===== config.mk =====
export PLATFORM = sky130hd
export DESIGN_NAME = irq_distributor
export DESIGN_NICKNAME = d
export VERILOG_FILES = /design/src/rtl/idist_pkg.sv /design/src/rtl/idist_sgi_resolve.sv /design/src/rtl/idist_src_cell.sv /design/src/rtl/idist_fwd.sv /design/src/rtl/irq_distributor.sv
export SDC_FILE = /design/constraint.sdc
export NUM_CORES = 2
export LEC_CHECK = 0
export ABC_AREA = 1
export BUFFER_PORTS_ARGS = -buffer_cell sky130_fd_sc_hd__buf_2
export CAP_MARGIN = 20
export CORE_MARGIN = 2
export CORE_UTILIZATION = 39
export CTS_CLUSTER_SIZE = 28
export DETAILED_ROUTE_END_ITERATION = 7
export PLACE_DENSITY_LB_ADDON = 0.3
export SETUP_SLACK_MARGIN = 0.4
export SLEW_MARGIN = 20
export SYNTH_ARGS = -nofsm -noshare
export SYNTH_HDL_FRONTEND = slang
export SYNTH_SLANG_ARGS = --single-unit

===== constraint.sdc =====
create_clock -name clk -period 2.3 [get_ports clk]
set_input_delay 0 -clock clk [delete_from_list [all_inputs] [get_ports clk]]
set_output_delay 0 -clock clk [all_outputs]
set_load 0.1 [all_outputs]

===== src/rtl/idist_pkg.sv =====
package idist_pkg;
   localparam int TGT_W   = 8;
   localparam int PRIO_W  = 8;
   localparam int SGI_IDS = 16;
   localparam int MIN_AW  = 7;

   // word addresses
   localparam int A_CTRL  = 'h00;
   localparam int A_INFO  = 'h01;
   localparam int A_SETEN = 'h04;
   localparam int A_CLREN = 'h08;
   localparam int A_SETPD = 'h0C;
   localparam int A_CLRPD = 'h10;
   localparam int A_ACT   = 'h14;
   localparam int A_SGI   = 'h18;
   localparam int A_PRIO  = 'h20;
   localparam int A_TGT   = 'h40;
   localparam int A_CFG   = 'h60;
   localparam int A_STATE = 'h68;

   typedef enum logic [1:0] {
      SGI_LIST   = 2'd0,
      SGI_OTHERS = 2'd1,
      SGI_SELF   = 2'd2,
      SGI_NONE   = 2'd3
   } sgi_filter_e;

   typedef struct packed {
      logic edge_trig;
      logic one_of_n;
   } src_cfg_t;
endpackage


===== src/rtl/idist_sgi_resolve.sv =====
module idist_sgi_resolve
   import idist_pkg::*;
#(
   parameter int NUM_CPU = 8,
   localparam int CPU_W  = $clog2(NUM_CPU)
) (
   input  logic               clk,
   input  logic               rst_n,
   input  logic [NUM_CPU-1:0] list,
   input  logic [1:0]         filter,
   input  logic [CPU_W-1:0]   req_cpu,
   output logic [NUM_CPU-1:0] mask
);
   sgi_filter_e flt;
   assign flt = sgi_filter_e'(filter);

   always_comb begin
      mask = '0;
      case (flt)
         SGI_LIST:   mask = list;
         SGI_OTHERS: begin
            mask = '1;
            mask[req_cpu] = 1'b0;
         end
         SGI_SELF:   mask[req_cpu] = 1'b1;
         default:    mask = '0;
      endcase
   end

   // self-only filter picks exactly one processor
   a_r13_self_single: assert property (@(posedge clk) disable iff (!rst_n)
      (flt == SGI_SELF) |-> ($countones(mask) == 1));
   // others filter never picks the requester
   a_r13_others_excl: assert property (@(posedge clk) disable iff (!rst_n)
      (flt == SGI_OTHERS) |-> !mask[req_cpu]);
endmodule


===== src/rtl/idist_src_cell.sv =====
module idist_src_cell
   import idist_pkg::*;
#(
   parameter int NUM_CPU = 8,
   localparam int CPU_W  = $clog2(NUM_CPU)
) (
   input  logic               clk,
   input  logic               rst_n,
   input  logic               src_in,
   input  logic               wr_set_en,
   input  logic               wr_clr_en,
   input  logic               wr_set_pd,
   input  logic               wr_clr_pd,
   input  logic               wr_prio,
   input  logic               wr_tgt,
   input  logic               wr_cfg,
   input  logic [7:0]         wbyte,
   input  logic [1:0]         wcfg,
   input  logic               sgi_hit,
   input  logic [NUM_CPU-1:0] sgi_mask,
   input  logic               ack_hit,
   input  logic [CPU_W-1:0]   ack_cpu,
   input  logic               eoi_hit,
   output logic               en,
   output logic               pending,
   output logic               active,
   output logic [PRIO_W-1:0]  prio,
   output logic [TGT_W-1:0]   tgt,
   output src_cfg_t           cfg,
   output logic [NUM_CPU-1:0] fwd
);
   logic               en_q, act_q, src_q, edge_evt;
   logic [PRIO_W-1:0]  prio_q;
   logic [TGT_W-1:0]   tgt_q;
   src_cfg_t           cfg_q;
   logic [NUM_CPU-1:0] pm_q, pm_set, pm_clr, lvl_vec, pend_vec, tgt_cpu;

   assign tgt_cpu  = tgt_q[NUM_CPU-1:0];
   assign edge_evt = cfg_q.edge_trig & src_in & ~src_q;

   always_comb begin
      pm_set = '0;
      if (wr_set_pd || edge_evt) pm_set |= tgt_cpu;
      if (sgi_hit)               pm_set |= sgi_mask;
      pm_clr = '0;
      if (wr_clr_pd) pm_clr = '1;
      if (ack_hit) begin
         if (cfg_q.one_of_n) pm_clr = '1;
         else                pm_clr[ack_cpu] = 1'b1;
      end
   end

   assign lvl_vec  = (!cfg_q.edge_trig && src_in && !act_q) ? tgt_cpu : '0;
   assign pend_vec = pm_q | lvl_vec;

   always_ff @(posedge clk or negedge rst_n) begin
      if (!rst_n) begin
         en_q   <= 1'b0;
         act_q  <= 1'b0;
         src_q  <= 1'b0;
         prio_q <= '0;
         tgt_q  <= '0;
         cfg_q  <= '0;
         pm_q   <= '0;
      end else begin
         src_q <= src_in;
         if (wr_set_en)      en_q <= 1'b1;
         else if (wr_clr_en) en_q <= 1'b0;
         if (wr_prio) prio_q <= wbyte;
         if (wr_tgt)  tgt_q  <= wbyte;
         if (wr_cfg)  cfg_q  <= src_cfg_t'(wcfg);
         pm_q <= (pm_q & ~pm_clr) | pm_set;
         if (ack_hit)      act_q <= 1'b1;
         else if (eoi_hit) act_q <= 1'b0;
      end
   end

   assign en      = en_q;
   assign active  = act_q;
   assign prio    = prio_q;
   assign tgt     = tgt_q;
   assign cfg     = cfg_q;
   assign pending = |pend_vec;
   assign fwd     = (en_q && !act_q) ? pend_vec : '0;

   // a set-enable strobe leaves the source enabled
   a_r3_enable_set: assert property (@(posedge clk) disable iff (!rst_n)
      wr_set_en |=> en_q);
   // acknowledge makes the source active
   a_r10_ack_active: assert property (@(posedge clk) disable iff (!rst_n)
      ack_hit |=> act_q);
   // one-of-N acknowledge with no new event leaves nothing pending
   a_r10_one_n_empty: assert property (@(posedge clk) disable iff (!rst_n)
      (ack_hit && cfg_q.one_of_n && !wr_set_pd && !edge_evt && !sgi_hit) |=> (pm_q == '0));
   // end of interrupt clears active
   a_r11_eoi_clears: assert property (@(posedge clk) disable iff (!rst_n)
      (eoi_hit && !ack_hit) |=> !act_q);
   // a level source with low input and no stored state is not pending
   a_r8_level_low_idle: assert property (@(posedge clk) disable iff (!rst_n)
      (!cfg_q.edge_trig && !src_in && pm_q == '0) |-> !pending);
endmodule


===== src/rtl/idist_fwd.sv =====
module idist_fwd #(
   parameter int NUM_SRC = 32,
   parameter int NUM_CPU = 8,
   localparam int FLAT_W = NUM_SRC * NUM_CPU
) (
   input  logic               clk,
   input  logic               rst_n,
   input  logic               dist_en,
   input  logic [FLAT_W-1:0]  fwd_flat,
   output logic [NUM_CPU-1:0] cpu_irq
);
   logic [NUM_CPU-1:0] any_req;

   always_comb begin
      any_req = '0;
      for (int s = 0; s < NUM_SRC; s++) any_req |= fwd_flat[s*NUM_CPU +: NUM_CPU];
   end

   always_ff @(posedge clk or negedge rst_n) begin
      if (!rst_n) cpu_irq <= '0;
      else        cpu_irq <= dist_en ? any_req : '0;
   end

   // gate closed means no request on the next cycle
   a_r2_gate_closed: assert property (@(posedge clk) disable iff (!rst_n)
      !dist_en |=> (cpu_irq == '0));
endmodule


===== src/rtl/irq_distributor.sv =====
module irq_distributor
   import idist_pkg::*;
#(
   parameter int NUM_SRC = 32,
   parameter int NUM_CPU = 8,
   parameter int ADDR_W  = 7,
   localparam int CPU_W  = $clog2(NUM_CPU),
   localparam int SRC_W  = $clog2(NUM_SRC),
   localparam int N_W32  = NUM_SRC / 32,
   localparam int N_W4   = NUM_SRC / 4,
   localparam int N_W16  = NUM_SRC / 16
) (
   input  logic               clk,
   input  logic               rst_n,
   input  logic [ADDR_W-1:0]  bus_addr,
   input  logic               bus_wen,
   input  logic [31:0]        bus_wdata,
   output logic [31:0]        bus_rdata,
   input  logic [NUM_SRC-1:0] src_in,
   input  logic [CPU_W-1:0]   sgi_req_cpu,
   input  logic               ack_valid,
   input  logic [CPU_W-1:0]   ack_cpu,
   input  logic [SRC_W-1:0]   ack_id,
   input  logic               eoi_valid,
   input  logic [SRC_W-1:0]   eoi_id,
   output logic [NUM_CPU-1:0] cpu_irq
);
   localparam logic [31:0] INFO_WORD = 32'(((NUM_CPU - 1) << 5) | (N_W32 - 1));

   if (NUM_SRC % 32 != 0 || NUM_SRC < 32 || NUM_SRC > 128) begin : g_bad_src
      $error("NUM_SRC must be 32, 64, 96 or 128");
   end
   if (NUM_CPU < 2 || NUM_CPU > TGT_W) begin : g_bad_cpu
      $error("NUM_CPU must be 2 to 8");
   end
   if (ADDR_W < MIN_AW) begin : g_bad_aw
      $error("ADDR_W too small for the register map");
   end

   logic                             dist_en_q;
   logic [NUM_SRC-1:0]               en_v, pend_v, act_v;
   logic [NUM_SRC-1:0][PRIO_W-1:0]   prio_a;
   logic [NUM_SRC-1:0][TGT_W-1:0]    tgt_a;
   src_cfg_t [NUM_SRC-1:0]           cfg_a;
   logic [NUM_SRC-1:0][1:0]          st_a;
   logic [NUM_SRC*NUM_CPU-1:0]       fwd_flat;
   logic                             sgi_wr;
   logic [3:0]                       sgi_id;
   logic [NUM_CPU-1:0]               sgi_mask;

   always_ff @(posedge clk or negedge rst_n) begin
      if (!rst_n) dist_en_q <= 1'b0;
      else if (bus_wen && bus_addr == ADDR_W'(A_CTRL)) dist_en_q <= bus_wdata[0];
   end

   assign sgi_wr = bus_wen && (bus_addr == ADDR_W'(A_SGI));
   assign sgi_id = bus_wdata[3:0];

   idist_sgi_resolve #(.NUM_CPU(NUM_CPU)) u_sgi (
      .clk     (clk),
      .rst_n   (rst_n),
      .list    (bus_wdata[16 +: NUM_CPU]),
      .filter  (bus_wdata[25:24]),
      .req_cpu (sgi_req_cpu),
      .mask    (sgi_mask)
   );

   for (genvar s = 0; s < NUM_SRC; s++) begin : g_src
      localparam int W32 = s / 32;
      localparam int B32 = s % 32;
      localparam int W4  = s / 4;
      localparam int B4  = s % 4;
      localparam int W16 = s / 16;
      localparam int B16 = s % 16;
      logic set_en_w, clr_en_w, set_pd_w, clr_pd_w, prio_w, tgt_w, cfg_w;
      logic sgi_hit, ack_hit, eoi_hit;

      assign set_en_w = bus_wen && bus_addr == ADDR_W'(A_SETEN + W32) && bus_wdata[B32];
      assign clr_en_w = bus_wen && bus_addr == ADDR_W'(A_CLREN + W32) && bus_wdata[B32];
      assign set_pd_w = bus_wen && bus_addr == ADDR_W'(A_SETPD + W32) && bus_wdata[B32];
      assign clr_pd_w = bus_wen && bus_addr == ADDR_W'(A_CLRPD + W32) && bus_wdata[B32];
      assign prio_w   = bus_wen && bus_addr == ADDR_W'(A_PRIO + W4);
      assign tgt_w    = bus_wen && bus_addr == ADDR_W'(A_TGT + W4);
      assign cfg_w    = bus_wen && bus_addr == ADDR_W'(A_CFG + W16);
      assign sgi_hit  = (s < SGI_IDS) && sgi_wr && (int'(sgi_id) == s);
      assign ack_hit  = ack_valid && (ack_id == SRC_W'(s));
      assign eoi_hit  = eoi_valid && (eoi_id == SRC_W'(s));

      idist_src_cell #(.NUM_CPU(NUM_CPU)) u_cell (
         .clk       (clk),
         .rst_n     (rst_n),
         .src_in    (src_in[s]),
         .wr_set_en (set_en_w),
         .wr_clr_en (clr_en_w),
         .wr_set_pd (set_pd_w),
         .wr_clr_pd (clr_pd_w),
         .wr_prio   (prio_w),
         .wr_tgt    (tgt_w),
         .wr_cfg    (cfg_w),
         .wbyte     (bus_wdata[8*B4 +: 8]),
         .wcfg      (bus_wdata[2*B16 +: 2]),
         .sgi_hit   (sgi_hit),
         .sgi_mask  (sgi_mask),
         .ack_hit   (ack_hit),
         .ack_cpu   (ack_cpu),
         .eoi_hit   (eoi_hit),
         .en        (en_v[s]),
         .pending   (pend_v[s]),
         .active    (act_v[s]),
         .prio      (prio_a[s]),
         .tgt       (tgt_a[s]),
         .cfg       (cfg_a[s]),
         .fwd       (fwd_flat[s*NUM_CPU +: NUM_CPU])
      );

      assign st_a[s] = {act_v[s], pend_v[s]};
   end

   idist_fwd #(.NUM_SRC(NUM_SRC), .NUM_CPU(NUM_CPU)) u_fwd (
      .clk      (clk),
      .rst_n    (rst_n),
      .dist_en  (dist_en_q),
      .fwd_flat (fwd_flat),
      .cpu_irq  (cpu_irq)
   );

   always_comb begin
      bus_rdata = '0;
      if (bus_addr == ADDR_W'(A_CTRL)) bus_rdata[0] = dist_en_q;
      if (bus_addr == ADDR_W'(A_INFO)) bus_rdata = INFO_WORD;
      for (int w = 0; w < N_W32; w++) begin
         if (bus_addr == ADDR_W'(A_SETEN + w) || bus_addr == ADDR_W'(A_CLREN + w))
            bus_rdata = en_v[32*w +: 32];
         if (bus_addr == ADDR_W'(A_SETPD + w) || bus_addr == ADDR_W'(A_CLRPD + w))
            bus_rdata = pend_v[32*w +: 32];
         if (bus_addr == ADDR_W'(A_ACT + w))
            bus_rdata = act_v[32*w +: 32];
      end
      for (int w = 0; w < N_W4; w++) begin
         if (bus_addr == ADDR_W'(A_PRIO + w)) bus_rdata = prio_a[4*w +: 4];
         if (bus_addr == ADDR_W'(A_TGT + w))  bus_rdata = tgt_a[4*w +: 4];
      end
      for (int w = 0; w < N_W16; w++) begin
         if (bus_addr == ADDR_W'(A_CFG + w))   bus_rdata = cfg_a[16*w +: 16];
         if (bus_addr == ADDR_W'(A_STATE + w)) bus_rdata = st_a[16*w +: 16];
      end
   end

   // a request never appears while the gate was closed the cycle before
   a_r9_needs_gate: assert property (@(posedge clk) disable iff (!rst_n)
      (cpu_irq != '0) |-> $past(dist_en_q));
endmodule


==> impl_metrics.csv <==
group,metric,value,unit
critical_path,cp_num_buf_inv,4,
timing,timing.fmax,253,MHz
logic_synthesis,syn_nets,6205,
route,via_per_inst,6.04,
placement,portBuffers,131,
route,drtIter0Drc,8715,
placement,dpl.hpwl,210000,um
logic_synthesis,synthCells,6113,
route,ant_nets,0,
critical_path,cp.arrival,3950,ps
hold_path,hold_class,"in -> reg",
grt,grt_pass1_vias,52773,
timing,drv_slew,0,
critical_path,end_kind,"output pin",
die,ios,132,
grt,grt_max_degree,83,
finish,final_nets,7760,
die,std_cell_rows,127,
route,num_vias,56663,
clock_network,clk_latency,790,ps
clock_network,cts_made_buffers,109,
power,irDropWorstVdd,0.632,mV
timing,worst_pin_slew,1200,ps
die,dieHeight,352,um
clock_network,cts.clk_slew.worst_paths,60,ps
placement,dp.cells,8878,
die,start_util,39.3,%
die,die_area,124000,um2
timing,relSlewSlack,19.5,%
grt,grt_overflow,0,
timing,setup-violations-final,36,
grt,antenna_found_initial,24,
logic_synthesis,yosys_warnings,0,
critical_path,cp_data_required_time,2300,ps
logic_synthesis,synth.distinct_cells,38,
timing,min_period,3950,ps
logic_synthesis,syn_area_per_cell,7.71,um2
clock_network,cts_tree,"done",
route,routed_wl,289000,um
grt,grt_pass1_wl,397000,um
run_status,outcome,"finished with violations",
logic_synthesis,synth_seq_cells,937,
timing,period_share,172,%
placement,routabilityCongestion,1.13,
critical_path,start_kind,"flop",
route,drc,10,
timing,worst_slack,-1650,ps
placement,post-place-ws,-1030,ps
route,wl_per_cell,30.8,um
power,leakagePower,0.0317,uW
flow_run,maxCapViolations,0,
finish,area_growth_syn_to_layout,48.5,%
finish,fillCellCount,11020,
route,firstDrtPassIters,8,
die,core,120000,um2
finish,multiInputGateArea,23300,um2
finish,fin_util,58.4,%
timing,rsz0062_at_grt,"yes",
timing,timing.clock.skew,32.2,ps
finish,final_cells,9386,
die,die_x,352,um
logic_synthesis,syn-cell-area,47100,um2
clock_network,clock_path_buffers,3,
logic_synthesis,ys_seq_area_share,49.8,%
finish,layout-drive-gt1-share,31.4,%
power,power.density,715,nW/um2
clock_network,root_buffer,"clkbuf_16",
critical_path,critPathKind,"reg -> out",
critical_path,worstPathCellList,"nand3b_1 -> nor2_1 -> nor2_1 -> nand2_1 -> nor2_1 -> nand2_1 -> nand2_1 -> nand4_1 -> nor2_1 -> buf_4 -> nand4_1 -> nor2_2 -> buf_4 -> nand4_1 -> buf_4 -> nand2_2 -> nand4_1 -> nor2_2 -> nand4_1 -> nand2_1 -> nand3_4 -> buf_12",
critical_path,cp_max_fo,3,
grt,grtUsageTotal,46.0,%
timing,hold_violations,0,
critical_path,slowest_delay,430,ps
critical_path,crit_slowest_cell,"dfrtp_1",
finish,seq_area,23500,um2
critical_path,path_delay_family,"simple AND/OR/NAND/NOR gates",
run_status,violations,"design-rule violations, negative setup slack",
critical_path,cp_common_cell,"nand4_1",
clock_network,h-tree-depth,3,
clock_network,clkSinkCount,937,
timing,hold_slack,32.4,ps
critical_path,r2r_setup_slack,-1230,ps
timing,setup_tns,-48150,ps
-- layer usage --
metal	routed length, um	vias up	track usage, %
met5	190	-	0.628
met4	26200	14	32.0
met3	42400	1158	15.9
met2	113000	4471	63.5
met1	107000	27249	60.0
li1	-	23771	-
-- kinds of logic after synthesis --
group                  synth area share, %
and+or+nand+nor                       22.7
AOI/OAI and AO/OA                     20.2
DFF                                   49.8
buffers and inverters                 7.34
-- worst paths after layout --
path,cells past startpoint,to,startpoint
hold reg to reg,2,g_src[1].u_cell.tgt[5]$_DFFE_PN0P_,g_src[1].u_cell.tgt[5]$_DFFE_PN0P_
setup / recovery,22,bus_rdata[11],g_src[11].u_cell.active$_DFFE_PN0P_
min in group asynchronous,4,g_src[2].u_cell.pm_q[4]$_DFF_PN0_,rst_n
max in group asynchronous,5,g_src[10].u_cell.cfg[0]$_DFFE_PN0P_,rst_n
hold / removal,6,g_src[28].u_cell.pm_q[5]$_DFF_PN0_,ack_cpu[1]
setup reg to reg,27,u_fwd.cpu_irq[3]$_DFF_PN0_,g_src[20].u_cell.cfg[1]$_DFFE_PN0P_
-- final cells by class --
class,instances,share of cell area (%)
Sequential cell,937,33.5
Multi-Input combinational cell,4266,33.4
Timing Repair Buffer,1765,21.8
Clock buffer,170,4.69
Inverter,589,3.16
Tap cell,1612,2.88
Clock inverter,30,0.535
Antenna cell,17,0.0608
-- worst reg2reg max path, cell delays in order (launching register included) --
cell and delay, ps:
dfrtp_2 440, inv_2 90, nand3_4 100, nor2_4 100, nor2_2 50, buf_4 140
buf_6 110, buf_6 110, buf_6 110, buf_6 100, buf_6 100, buf_6 110
buf_6 110, buf_6 110, buf_6 100, buf_6 100, buf_6 100, buf_6 100
buf_6 100, buf_6 100, buf_6 100, buf_6 100, buf_6 110, buf_6 110
o22ai_4 160, nor4_4 90, a41oi_2 210, buf_6 160
-- report_power, final --
part | switching [uW] | internal [uW] | leakage [uW] | total, uW
registers | 1310 | 18100 | 0.0125 | 19400
clock network | 7820 | 10400 | 0.00180 | 18300
logic | 7020 | 5370 | 0.0174 | 12400
-- layout by cell type, fill, tap and decap left out, drive strengths merged --
cell type / count
buf: 1662
nand2: 1611
o21ai: 1029
dfrtp: 937
inv: 589
nor2: 491
a21oi: 253
nand3: 226
clkbuf: 170
nand4: 153
o22ai: 119
dlygate4sd3: 101
o221ai: 75
o32ai: 59
nor3: 52
a32o: 48
o211ai: 47
nor4: 33
clkinv: 23
o21bai: 21
or2: 19
diode: 17
a32oi: 13
a41oi: 8
nand3b: 7
bufinv: 6
dlymetal6s4s: 2
a21o: 1
o21a: 1
clkinvlp: 1
-- repair_timing --
action / 4_1_cts / 5_1_grt
buffers inserted: 136 / 51
pin swaps: 224 / 258
hold buffers: 104 / 0
endpoints found under the setup margin: 40 / 45
hold endpoints to repair: 1605 / 0
resized for setup: 490 / 276
gates cloned: 0 / 0
-- synthesized netlist by cell type, drive strengths merged --
library cell / n / area [um2]
a32oi: 13 / 114
buf: 23 / 105
nand3b: 7 / 52.6
o211ai: 47 / 353
o21ai: 1029 / 5160
clkbuf: 298 / 1140
a21o: 1 / 7.51
dfrtp: 937 / 23400
o22ai: 119 / 744
o21a: 1 / 7.51
o32ai: 59 / 517
nand4: 153 / 957
a41oi: 8 / 70.1
nor2: 491 / 1870
nor4: 33 / 206
or2: 19 / 119
nand2: 1611 / 6050
a21oi: 253 / 1270
o221ai: 75 / 657
a32o: 48 / 480
clkinv: 4 / 15.0
inv: 585 / 2200
nor3: 52 / 292
nand3: 226 / 1140
o21bai: 21 / 158
-- flip-flops by register name, indices dropped and copies added, names as in the netlist --
name	count
g_src.u_cell.src_q	32
g_src.u_cell.active	32
dist_en_q	1
u_fwd.cpu_irq	8
g_src.u_cell.cfg	64
g_src.u_cell.en	32
g_src.u_cell.pm_q	256
g_src.u_cell.tgt	256
g_src.u_cell.prio	256
-- per-stage QoR --
stage                     area [um2]  power (uW)
after floorplan                47600       22900
after global placement         60600       29200
after detailed placement       60600       29300
after CTS                      68500       48700
after global routing           69900       51200
final                          70000       50000
Note: power is estimated with default switching activity, not from simulation.
